## src/rtl/dma_hold_pkg.sv

```systemverilog
package dma_hold_pkg;

  typedef enum logic [1:0] {
    XM_MEM2DEV = 2'd0,
    XM_DEV2MEM = 2'd1,
    XM_MEM2MEM = 2'd2,
    XM_RSVD    = 2'd3
  } xfer_mode_e;

  typedef enum logic [2:0] {
    ST_IDLE  = 3'd0,
    ST_ARMED = 3'd1,
    ST_REQ   = 3'd2,
    ST_MOVE  = 3'd3,
    ST_WRB   = 3'd4
  } seq_state_e;

  localparam logic [1:0] SEL_PTR_A = 2'd0;
  localparam logic [1:0] SEL_PTR_B = 2'd1;
  localparam logic [1:0] SEL_CNT   = 2'd2;
  localparam logic [1:0] SEL_CTRL  = 2'd3;
  localparam int unsigned CTRL_GO_BIT = 2;

endpackage

```

## src/rtl/dma_hold_cfg.sv

```systemverilog
module dma_hold_cfg
  import dma_hold_pkg::*;
#(
  parameter int unsigned AW    = 16,
  parameter int unsigned CW    = 16,
  parameter int unsigned CFG_W = 16
) (
  input  logic             clk_i,
  input  logic             rst_ni,
  input  logic             cfg_we_i,
  input  logic [1:0]       cfg_sel_i,
  input  logic [CFG_W-1:0] cfg_wdata_i,
  input  logic             idle_i,
  input  logic             step_a_i,
  input  logic             step_b_i,
  input  logic             step_cnt_i,
  output logic [AW-1:0]    ptr_a_o,
  output logic [AW-1:0]    ptr_b_o,
  output xfer_mode_e       mode_o,
  output logic             go_o,
  output xfer_mode_e       go_mode_o,
  output logic             cnt_zero_o,
  output logic             cnt_last_o
);

  localparam logic [CW-1:0] CNT_ONE = CW'(1);

  logic [AW-1:0] ptr_a_q, ptr_b_q;
  logic [CW-1:0] cnt_q;
  xfer_mode_e    mode_q;
  logic          wr_ok;

  // writes land only while no block is pending or running
  assign wr_ok     = cfg_we_i & idle_i;
  assign go_mode_o = xfer_mode_e'(cfg_wdata_i[1:0]);
  assign go_o      = wr_ok & (cfg_sel_i == SEL_CTRL) & cfg_wdata_i[CTRL_GO_BIT]
                   & (go_mode_o != XM_RSVD);

  always_ff @(posedge clk_i or negedge rst_ni) begin
    if (!rst_ni) begin
      ptr_a_q <= '0;
      ptr_b_q <= '0;
      cnt_q   <= '0;
      mode_q  <= XM_MEM2DEV;
    end else begin
      if (wr_ok && cfg_sel_i == SEL_PTR_A) ptr_a_q <= cfg_wdata_i[AW-1:0];
      else if (step_a_i)                   ptr_a_q <= ptr_a_q + AW'(1);
      if (wr_ok && cfg_sel_i == SEL_PTR_B) ptr_b_q <= cfg_wdata_i[AW-1:0];
      else if (step_b_i)                   ptr_b_q <= ptr_b_q + AW'(1);
      if (wr_ok && cfg_sel_i == SEL_CNT)   cnt_q   <= cfg_wdata_i[CW-1:0];
      else if (step_cnt_i)                 cnt_q   <= cnt_q - CNT_ONE;
      if (go_o)                            mode_q  <= go_mode_o;
    end
  end

  assign ptr_a_o    = ptr_a_q;
  assign ptr_b_o    = ptr_b_q;
  assign mode_o     = mode_q;
  assign cnt_zero_o = (cnt_q == '0);
  assign cnt_last_o = (cnt_q == CNT_ONE);

  // a word is never counted from an empty counter
  a_r8_no_underflow: assert property (@(posedge clk_i) disable iff (!rst_ni)
    step_cnt_i |-> (cnt_q != '0));

  // while busy, pointer A moves only on a granted word
  a_r11_ptr_a_frozen: assert property (@(posedge clk_i) disable iff (!rst_ni)
    (!idle_i && !step_a_i) |=> $stable(ptr_a_q));

  a_r11_cnt_frozen: assert property (@(posedge clk_i) disable iff (!rst_ni)
    (!idle_i && !step_cnt_i) |=> $stable(cnt_q));

  a_r11_mode_frozen: assert property (@(posedge clk_i) disable iff (!rst_ni)
    !idle_i |=> $stable(mode_q));

endmodule

```

## src/rtl/dma_hold_seq.sv

```systemverilog
module dma_hold_seq
  import dma_hold_pkg::*;
(
  input  logic       clk_i,
  input  logic       rst_ni,
  input  logic       go_i,
  input  xfer_mode_e go_mode_i,
  input  xfer_mode_e mode_i,
  input  logic       cnt_zero_i,
  input  logic       cnt_last_i,
  input  logic       dreq_i,
  input  logic       hlda_i,
  output logic       idle_o,
  output logic       hold_o,
  output logic       dack_o,
  output logic       rd_phase_o,
  output logic       wr_phase_o,
  output logic       step_a_o,
  output logic       step_b_o,
  output logic       step_cnt_o,
  output logic       done_o
);

  seq_state_e st_q, st_d;
  logic       done_q, done_d;
  logic       io_mode;

  assign io_mode    = (mode_i != XM_MEM2MEM);
  assign rd_phase_o = (st_q == ST_MOVE);
  assign wr_phase_o = (st_q == ST_WRB);

  assign step_a_o   = rd_phase_o & hlda_i;
  assign step_b_o   = wr_phase_o & hlda_i;
  assign step_cnt_o = hlda_i & ((rd_phase_o & io_mode) | wr_phase_o);

  always_comb begin
    st_d   = st_q;
    done_d = done_q;
    unique case (st_q)
      ST_IDLE: begin
        if (go_i) begin
          if (cnt_zero_i) begin
            done_d = 1'b1;
          end else begin
            done_d = 1'b0;
            st_d   = (go_mode_i == XM_MEM2MEM) ? ST_REQ : ST_ARMED;
          end
        end
      end
      ST_ARMED: if (dreq_i) st_d = ST_REQ;
      ST_REQ:   if (hlda_i) st_d = ST_MOVE;
      ST_MOVE: begin
        if (hlda_i) begin
          if (!io_mode) begin
            st_d = ST_WRB;
          end else if (cnt_last_i) begin
            st_d   = ST_IDLE;
            done_d = 1'b1;
          end
        end
      end
      ST_WRB: begin
        if (hlda_i) begin
          if (cnt_last_i) begin
            st_d   = ST_IDLE;
            done_d = 1'b1;
          end else begin
            st_d = ST_MOVE;
          end
        end
      end
      default: st_d = ST_IDLE;
    endcase
  end

  always_ff @(posedge clk_i or negedge rst_ni) begin
    if (!rst_ni) begin
      st_q   <= ST_IDLE;
      done_q <= 1'b0;
    end else begin
      st_q   <= st_d;
      done_q <= done_d;
    end
  end

  assign idle_o = (st_q == ST_IDLE);
  assign hold_o = (st_q == ST_REQ) | (st_q == ST_MOVE) | (st_q == ST_WRB);
  assign dack_o = (st_q == ST_MOVE) & io_mode;
  assign done_o = done_q;

  // acknowledge lies inside a hold period
  a_r4_dack_in_hold: assert property (@(posedge clk_i) disable iff (!rst_ni)
    dack_o |-> hold_o);

  // acknowledge rises only after a grant has been seen
  a_r4_dack_after_grant: assert property (@(posedge clk_i) disable iff (!rst_ni)
    $rose(dack_o) |-> $past(hlda_i));

  // hold and acknowledge drop together and done is raised
  a_r4_release_together: assert property (@(posedge clk_i) disable iff (!rst_ni)
    $fell(hold_o) |-> (!dack_o && done_o));

  // zero-length start never requests the bus
  a_r10_zero_no_hold: assert property (@(posedge clk_i) disable iff (!rst_ni)
    (go_i && cnt_zero_i) |=> (!hold_o && done_o));

  // no word advances without a grant
  a_r9_pause_no_step: assert property (@(posedge clk_i) disable iff (!rst_ni)
    !hlda_i |-> !(step_a_o || step_b_o || step_cnt_o));

  // device modes wait for a request before asking for the bus
  a_r2_req_before_hold: assert property (@(posedge clk_i) disable iff (!rst_ni)
    (st_q == ST_ARMED && !dreq_i) |=> !hold_o);

endmodule

```

## src/rtl/dma_hold_bus.sv

```systemverilog
module dma_hold_bus
  import dma_hold_pkg::*;
#(
  parameter int unsigned AW = 16,
  parameter int unsigned DW = 16
) (
  input  logic          clk_i,
  input  logic          rst_ni,
  input  xfer_mode_e    mode_i,
  input  logic          rd_phase_i,
  input  logic          wr_phase_i,
  input  logic          hlda_i,
  input  logic [AW-1:0] ptr_a_i,
  input  logic [AW-1:0] ptr_b_i,
  input  logic [DW-1:0] mem_rdata_i,
  input  logic [DW-1:0] dev_rdata_i,
  output logic          mem_oe_o,
  output logic [AW-1:0] mem_addr_o,
  output logic          mem_rd_o,
  output logic          mem_wr_o,
  output logic [DW-1:0] mem_wdata_o,
  output logic          dev_rd_o,
  output logic          dev_wr_o,
  output logic [DW-1:0] dev_wdata_o
);

  logic          live;
  logic          m2m;
  logic [DW-1:0] stash_q;

  assign live = hlda_i & (rd_phase_i | wr_phase_i);
  assign m2m  = (mode_i == XM_MEM2MEM);

  always_comb begin
    mem_oe_o    = live;
    mem_addr_o  = '0;
    mem_rd_o    = 1'b0;
    mem_wr_o    = 1'b0;
    mem_wdata_o = '0;
    dev_rd_o    = 1'b0;
    dev_wr_o    = 1'b0;
    dev_wdata_o = '0;
    if (live) begin
      mem_addr_o = wr_phase_i ? ptr_b_i : ptr_a_i;
      if (wr_phase_i) begin
        mem_wr_o    = 1'b1;
        mem_wdata_o = stash_q;
      end else if (mode_i == XM_DEV2MEM) begin
        // device word passes straight onto the memory bus
        dev_rd_o    = 1'b1;
        mem_wr_o    = 1'b1;
        mem_wdata_o = dev_rdata_i;
      end else begin
        mem_rd_o = 1'b1;
        if (!m2m) begin
          dev_wr_o    = 1'b1;
          dev_wdata_o = mem_rdata_i;
        end
      end
    end
  end

  always_ff @(posedge clk_i or negedge rst_ni) begin
    if (!rst_ni)                      stash_q <= '0;
    else if (live && rd_phase_i && m2m) stash_q <= mem_rdata_i;
  end

  // nothing is driven without a grant
  a_r3_oe_needs_grant: assert property (@(posedge clk_i) disable iff (!rst_ni)
    !hlda_i |-> (!mem_oe_o && !mem_rd_o && !mem_wr_o && !dev_rd_o && !dev_wr_o
                 && mem_addr_o == '0));

  a_r3_one_direction: assert property (@(posedge clk_i) disable iff (!rst_ni)
    !(mem_rd_o && mem_wr_o));

  // memory-to-memory never strobes the device
  a_r7_no_device: assert property (@(posedge clk_i) disable iff (!rst_ni)
    m2m |-> (!dev_rd_o && !dev_wr_o));

  // the held word is kept until its write cycle
  a_r7_stash_kept: assert property (@(posedge clk_i) disable iff (!rst_ni)
    (wr_phase_i && !hlda_i) |=> $stable(stash_q));

endmodule

```

## src/rtl/dma_hold_engine.sv

```systemverilog
module dma_hold_engine
  import dma_hold_pkg::*;
#(
  parameter int unsigned AW    = 16,
  parameter int unsigned DW    = 16,
  parameter int unsigned CW    = 16,
  parameter int unsigned CFG_W = 16
) (
  input  logic             clk_i,
  input  logic             rst_ni,
  input  logic             cfg_we_i,
  input  logic [1:0]       cfg_sel_i,
  input  logic [CFG_W-1:0] cfg_wdata_i,
  input  logic             dreq_i,
  output logic             dack_o,
  output logic             dev_rd_o,
  input  logic [DW-1:0]    dev_rdata_i,
  output logic             dev_wr_o,
  output logic [DW-1:0]    dev_wdata_o,
  output logic             hold_o,
  input  logic             hlda_i,
  output logic             mem_oe_o,
  output logic [AW-1:0]    mem_addr_o,
  output logic             mem_rd_o,
  input  logic [DW-1:0]    mem_rdata_i,
  output logic             mem_wr_o,
  output logic [DW-1:0]    mem_wdata_o,
  output logic             done_o
);

  logic          idle, go, cnt_zero, cnt_last;
  logic          rd_phase, wr_phase, step_a, step_b, step_cnt;
  logic [AW-1:0] ptr_a, ptr_b;
  xfer_mode_e    mode, go_mode;

  dma_hold_cfg #(.AW(AW), .CW(CW), .CFG_W(CFG_W)) u_cfg (
    .clk_i      (clk_i),
    .rst_ni     (rst_ni),
    .cfg_we_i   (cfg_we_i),
    .cfg_sel_i  (cfg_sel_i),
    .cfg_wdata_i(cfg_wdata_i),
    .idle_i     (idle),
    .step_a_i   (step_a),
    .step_b_i   (step_b),
    .step_cnt_i (step_cnt),
    .ptr_a_o    (ptr_a),
    .ptr_b_o    (ptr_b),
    .mode_o     (mode),
    .go_o       (go),
    .go_mode_o  (go_mode),
    .cnt_zero_o (cnt_zero),
    .cnt_last_o (cnt_last)
  );

  dma_hold_seq u_seq (
    .clk_i      (clk_i),
    .rst_ni     (rst_ni),
    .go_i       (go),
    .go_mode_i  (go_mode),
    .mode_i     (mode),
    .cnt_zero_i (cnt_zero),
    .cnt_last_i (cnt_last),
    .dreq_i     (dreq_i),
    .hlda_i     (hlda_i),
    .idle_o     (idle),
    .hold_o     (hold_o),
    .dack_o     (dack_o),
    .rd_phase_o (rd_phase),
    .wr_phase_o (wr_phase),
    .step_a_o   (step_a),
    .step_b_o   (step_b),
    .step_cnt_o (step_cnt),
    .done_o     (done_o)
  );

  dma_hold_bus #(.AW(AW), .DW(DW)) u_bus (
    .clk_i      (clk_i),
    .rst_ni     (rst_ni),
    .mode_i     (mode),
    .rd_phase_i (rd_phase),
    .wr_phase_i (wr_phase),
    .hlda_i     (hlda_i),
    .ptr_a_i    (ptr_a),
    .ptr_b_i    (ptr_b),
    .mem_rdata_i(mem_rdata_i),
    .dev_rdata_i(dev_rdata_i),
    .mem_oe_o   (mem_oe_o),
    .mem_addr_o (mem_addr_o),
    .mem_rd_o   (mem_rd_o),
    .mem_wr_o   (mem_wr_o),
    .mem_wdata_o(mem_wdata_o),
    .dev_rd_o   (dev_rd_o),
    .dev_wr_o   (dev_wr_o),
    .dev_wdata_o(dev_wdata_o)
  );

endmodule

```

## config.mk

```make
export PLATFORM = sky130hd
export DESIGN_NAME = dma_hold_engine
export DESIGN_NICKNAME = d
export VERILOG_FILES = /design/src/rtl/dma_hold_pkg.sv /design/src/rtl/dma_hold_cfg.sv /design/src/rtl/dma_hold_seq.sv /design/src/rtl/dma_hold_bus.sv /design/src/rtl/dma_hold_engine.sv
export SDC_FILE = /design/constraint.sdc
export NUM_CORES = 1
export LEC_CHECK = 0
export BUFFER_PORTS_ARGS = -buffer_cell sky130_fd_sc_hd__buf_2
export CORE_ASPECT_RATIO = 0.9
export CORE_MARGIN = 4
export CORE_UTILIZATION = 50
export DETAILED_ROUTE_END_ITERATION = 10
export PLACE_DENSITY = 0.8
export SYNTH_ARGS = -nofsm -noshare
export SYNTH_HDL_FRONTEND = slang
export SYNTH_SLANG_ARGS = --single-unit
```

## constraint.sdc

```tcl
create_clock -name clk_i -period 4.62 [get_ports clk_i]
set_input_delay 0.231 -clock clk_i [delete_from_list [all_inputs] [get_ports clk_i]]
set_output_delay 0.231 -clock clk_i [all_outputs]
set_load 0.01 [all_outputs]
```

==> results by group <==
Run status
  – Run status: finished, final reports clean

Timing
  – Actual slew at the worst max-slew pin: 1.12 ns
  – Fmax achieved: 347 MHz
  – Final Hold Fails: 0
  – Final Critical Period: 2.88 ns
  – Layout Skew: 0.0128 ns
  – Number of slew-limit violations in the final report: 0
  – Crit path setup slack, layout: 1.74 ns
  – Worst max-slew margin expressed relative to the limit: 0.254
  – Aggregate negative setup slack: 0 ns
  – Final Setup Violations: 0
  – Unrepaired setup endpoints after global routing: no
  – Fin crit share: 0.623

Finish
  – Fillers: about 770
  – Synthesis-to-finish area growth: 21.2%
  – Share of final-layout standard cells stronger than drive strength 1: 0.268
  – Multi-input logic area: 2530 µm²
  – Summed area of non-filler cells in the final layout: between 5000 and 6000 µm²
  – Sequential cell area: around 1800 µm²
  – Final antenna diode count: 0
  – Final layout net count: between 600 and 700

Global routing
  – Global-route wire length before repair: 21900 µm
  – Via count of the first global-routing pass: 4455
  – Total global routing overflow: 0
  – Largest net degree at the start of global routing: 71
  – Number of antenna violations at the first check in global routing: 0
  – Overall fraction of global-route tracks in use: 0.264

Placement
  – DP Wirelength: 9800 µm
  – Quantity of I/O buffers inserted on ports: 110
  – Standard cell area after detailed placement: between 5000 and 6000 µm²
  – Pre-CTS WS: 2.12 ns
  – Placer congestion estimate: 0.901

Clock network
  – Total number of H-tree levels: 3
  – CTS-repair resized insts: 0
  – Cts hold-fix bufs: 0
  – CTS Buffer Depth: 2
  – Clk_lat worst skew: between 0.3 and 0.4 ns
  – Clock-pin slew reported for the worst setup and hold paths after clock tree synthesis: 0.08 ns
  – Number of CTS-inserted buffers: 9
  – Post-CTS Setup Bufs: 0
  – TritonCTS clock tree: done
  – Sink count of the clock tree: 70
  – Master cell of the clock root buffer: sky130_fd_sc_hd__clkbuf_8

Worst setup path
  – Worst Path Max Fanout: 26
  – Nature of the critical path endpoint: primary output
  – Worst path required time: 4.39 ns
  – Startpoint of the most critical register-to-register path: u_seq.st_q[0]$_DFFE_PN0P_
  – Critical path cell sequence: and4b_1, nor2_2, a21oi_1, buf_2
  – Longest individual stage delay on the worst path: 0.92 ns
  – Slowest cell on crit path: sky130_fd_sc_hd__nor2_2
  – Data arrival time of the worst path: 2.65 ns
  – Worst setup path class: reg2out
  – Worst setup path startpoint: u_seq.st_q[2]$_DFFE_PN0P_
  – Kind of start point of the critical path: flop

Floorplan
  – Die area: 10400 µm²
  – Total I/O pin count: 111
  – Initial Util: 0.515
  – Standard-cell rows: 32
  – Core Box Area: 8570 µm²
  – Die W: 107 µm
  – Die extent in y: slightly below 100 µm

Detailed routing
  – Average wire per cell in the routed design: 18.2 µm
  – Antenna Violating Nets Remaining: 0
  – Number of iterations in the first detailed-routing pass: 5
  – Number of vias per cell: 6.10
  – DRT iter0 DRCs: 354
  – Number of DRC violations after detailed routing: 0
  – Via total after detailed routing: 4566
  – Total routed wirelength: 13600 µm

Logic synthesis
  – Arithmetic-cell share of the synthesized area counting full adders, half adders and majority gates: 0.0199
  – Flip-flop and latch count after synthesis: 70
  – Number of flops mapped to enable cells by yosys: 0
  – Per-instance average area after synthesis: roughly 8.4 µm²
  – Synth Flop Type: sky130_fd_sc_hd__dfrtp_1
  – YS warnings: 0
  – Number of standard cells after synthesis: roughly 520
  – Sequential cell area fraction in the yosys report: 0.397
  – Distinct cells, synth: 58
  – Total nets after synthesis: 586
  – Post-synthesis instance area: 4410 µm²
  – Library cell with the largest summed area after synthesis: sky130_fd_sc_hd__dfrtp_1
  – Top cells by area in the synthesized netlist: sky130_fd_sc_hd__dfrtp_1, sky130_fd_sc_hd__nand2_1, sky130_fd_sc_hd__a21oi_1
  – Combinational family with the most area after synthesis: simple AND/OR/NAND/NOR gates
  – Share of cell area taken by muxes after synthesis: 0.0443
  – Area share of and/or/nand/nor cells after synthesis: 0.289
  – Synthesized-area fraction occupied by ao, oa, aoi and oai cells: 0.188
  – Synth top area share: 0.397
  – Share of synthesized registers carrying an async set or reset: 1.00
  – Xor/xnor cell area share of the yosys netlist: 0.0258

Worst hold path
  – Class of the tightest hold or removal check: in2async

Pwr
  – Static leakage: around 2.4 nW
  – IR drop worst, VDD: around 0.28 mV
  – Pwr Density: 559 nW/µm²

Run
  – Max-cap violations: 0
[metal layers]
layer,track usage,routed length (µm),vias up
met1,0.343,5520,2184
met4,0.0973,391,0
li1,-,-,2094
met2,0.427,6490,256
met3,0.0625,1250,32
met5,0,0,-
[layout by cell type, fill, tap and decap left out, types with 3 or more instances in the layout]
master and count:
sky130_fd_sc_hd__nor3_1 9, sky130_fd_sc_hd__ha_1 7, sky130_fd_sc_hd__a221o_1 9, sky130_fd_sc_hd__dfrtp_1 70, sky130_fd_sc_hd__or4_4 4, sky130_fd_sc_hd__nand3_1 26, sky130_fd_sc_hd__bufinv_16 4, sky130_fd_sc_hd__nand2_1 106
sky130_fd_sc_hd__inv_1 10, sky130_fd_sc_hd__o211ai_1 9, sky130_fd_sc_hd__buf_4 8, sky130_fd_sc_hd__nor3b_1 5, sky130_fd_sc_hd__mux2_2 16, sky130_fd_sc_hd__o21ai_0 36, sky130_fd_sc_hd__and2_1 20, sky130_fd_sc_hd__nor4_1 8
sky130_fd_sc_hd__a22o_1 7, sky130_fd_sc_hd__o311ai_0 5, sky130_fd_sc_hd__a22oi_1 10, sky130_fd_sc_hd__a31oi_1 3, sky130_fd_sc_hd__or3_1 5, sky130_fd_sc_hd__nand4_1 9, sky130_fd_sc_hd__clkbuf_8 10, sky130_fd_sc_hd__xnor2_1 6
sky130_fd_sc_hd__and3_1 5, sky130_fd_sc_hd__a21oi_1 38, sky130_fd_sc_hd__nor2_1 28, sky130_fd_sc_hd__buf_2 110, sky130_fd_sc_hd__xor2_1 7
[Yosys cell counts (3+ instances only)]
cell and count:
sky130_fd_sc_hd__a21oi_1 38, sky130_fd_sc_hd__a221o_1 9, sky130_fd_sc_hd__a22o_1 7, sky130_fd_sc_hd__a22oi_1 10, sky130_fd_sc_hd__a31oi_1 3, sky130_fd_sc_hd__and2_1 20, sky130_fd_sc_hd__and3_1 5, sky130_fd_sc_hd__clkbuf_1 23
sky130_fd_sc_hd__dfrtp_1 70, sky130_fd_sc_hd__ha_1 7, sky130_fd_sc_hd__inv_1 10, sky130_fd_sc_hd__mux2_2 16, sky130_fd_sc_hd__nand2_1 106, sky130_fd_sc_hd__nand3_1 26, sky130_fd_sc_hd__nand4_1 9, sky130_fd_sc_hd__nor2_1 29
sky130_fd_sc_hd__nor3_1 10, sky130_fd_sc_hd__nor3b_1 6, sky130_fd_sc_hd__nor4_1 8, sky130_fd_sc_hd__o211ai_1 9, sky130_fd_sc_hd__o21ai_0 36, sky130_fd_sc_hd__o311ai_0 5, sky130_fd_sc_hd__or3_1 5, sky130_fd_sc_hd__or4_4 4
sky130_fd_sc_hd__xnor2_1 6, sky130_fd_sc_hd__xor2_1 7
[final timing paths]
check | endpoint | slack, ns | cells after the start
setup / recovery | mem_wdata_o[0] | 1.74 | 4
hold / removal | u_cfg.cnt_q[14]$_DFFE_PN0P_ | 0.09 | 2
setup reg to reg | u_cfg.cnt_q[2]$_DFFE_PN0P_ | 2.12 | 4
hold reg to reg | u_bus.stash_q[8]$_DFFE_PN0P_ | 0.52 | 1
max in group asynchronous | u_bus.stash_q[8]$_DFFE_PN0P_ | 3.95 | 2
min in group clk_i | u_bus.stash_q[5]$_DFFE_PN0P_ | 0.11 | 2
[flip-flops by register name, summed over array words and instances, names as in the netlist]
register,flops
u_seq.st_q,3
u_bus.stash_q,16
u_seq.done_o,1
u_cfg.cnt_q,16
u_cfg.ptr_b_o,16
u_cfg.mode_o,2
u_cfg.ptr_a_o,16
[area by class of cell]
class	instances	share of cell area
multi-input cells	416	0.473
flip-flops and latches	70	0.328
repair buffers	118	0.114
well taps	119	0.0279
clock buffers	10	0.0257
clock inverters	6	0.0248
inverters	10	0.00702
[kinds of logic after synthesis]
| family | count (synthesis) |
|---|---|
| AOI/OAI and AO/OA | 127 |
| xor gates and xnor gates | 13 |
| adders and majority gates | 7 |
| buffers and inverters | 38 |
| DFF | 70 |
| muxes | 17 |
| and+or+nand+nor | 252 |
[worst max-delay path: cells and delay by family, from the launching register on]
family                 cells  cell delay (ns)
DFF                        1             0.63
AOI/OAI and AO/OA          1             0.12
buffers and inverters      1             0.21
and+or+nand+nor            2             1.32
[report_power, final]
group | switching [mW] | leakage, nW | internal, mW
Combinational | 0.586 | 1.39 | 0.490
Sequential | 0.340 | 0.881 | 0.891
Clock | 0.253 | 0.132 | 0.427
Total | 1.18 | 2.41 | 1.81
[stage by stage]
stage | cells | power, mW | util | hold WS, ns
2_1_floorplan | 524 | 1.92 | - | -0.0646
3_3_place_gp | 733 | 2.23 | 0.592 | 0.474
3_5_place_dp | 733 | 2.29 | 0.592 | 0.483
4_1_cts | 749 | 2.98 | 0.624 | 0.104
5_1_grt | 749 | 3.19 | 0.624 | 0.0987
6_report | 749 | 2.99 | 0.624 | 0.0900
No activity file was read; power rests on OpenSTA's default activity.
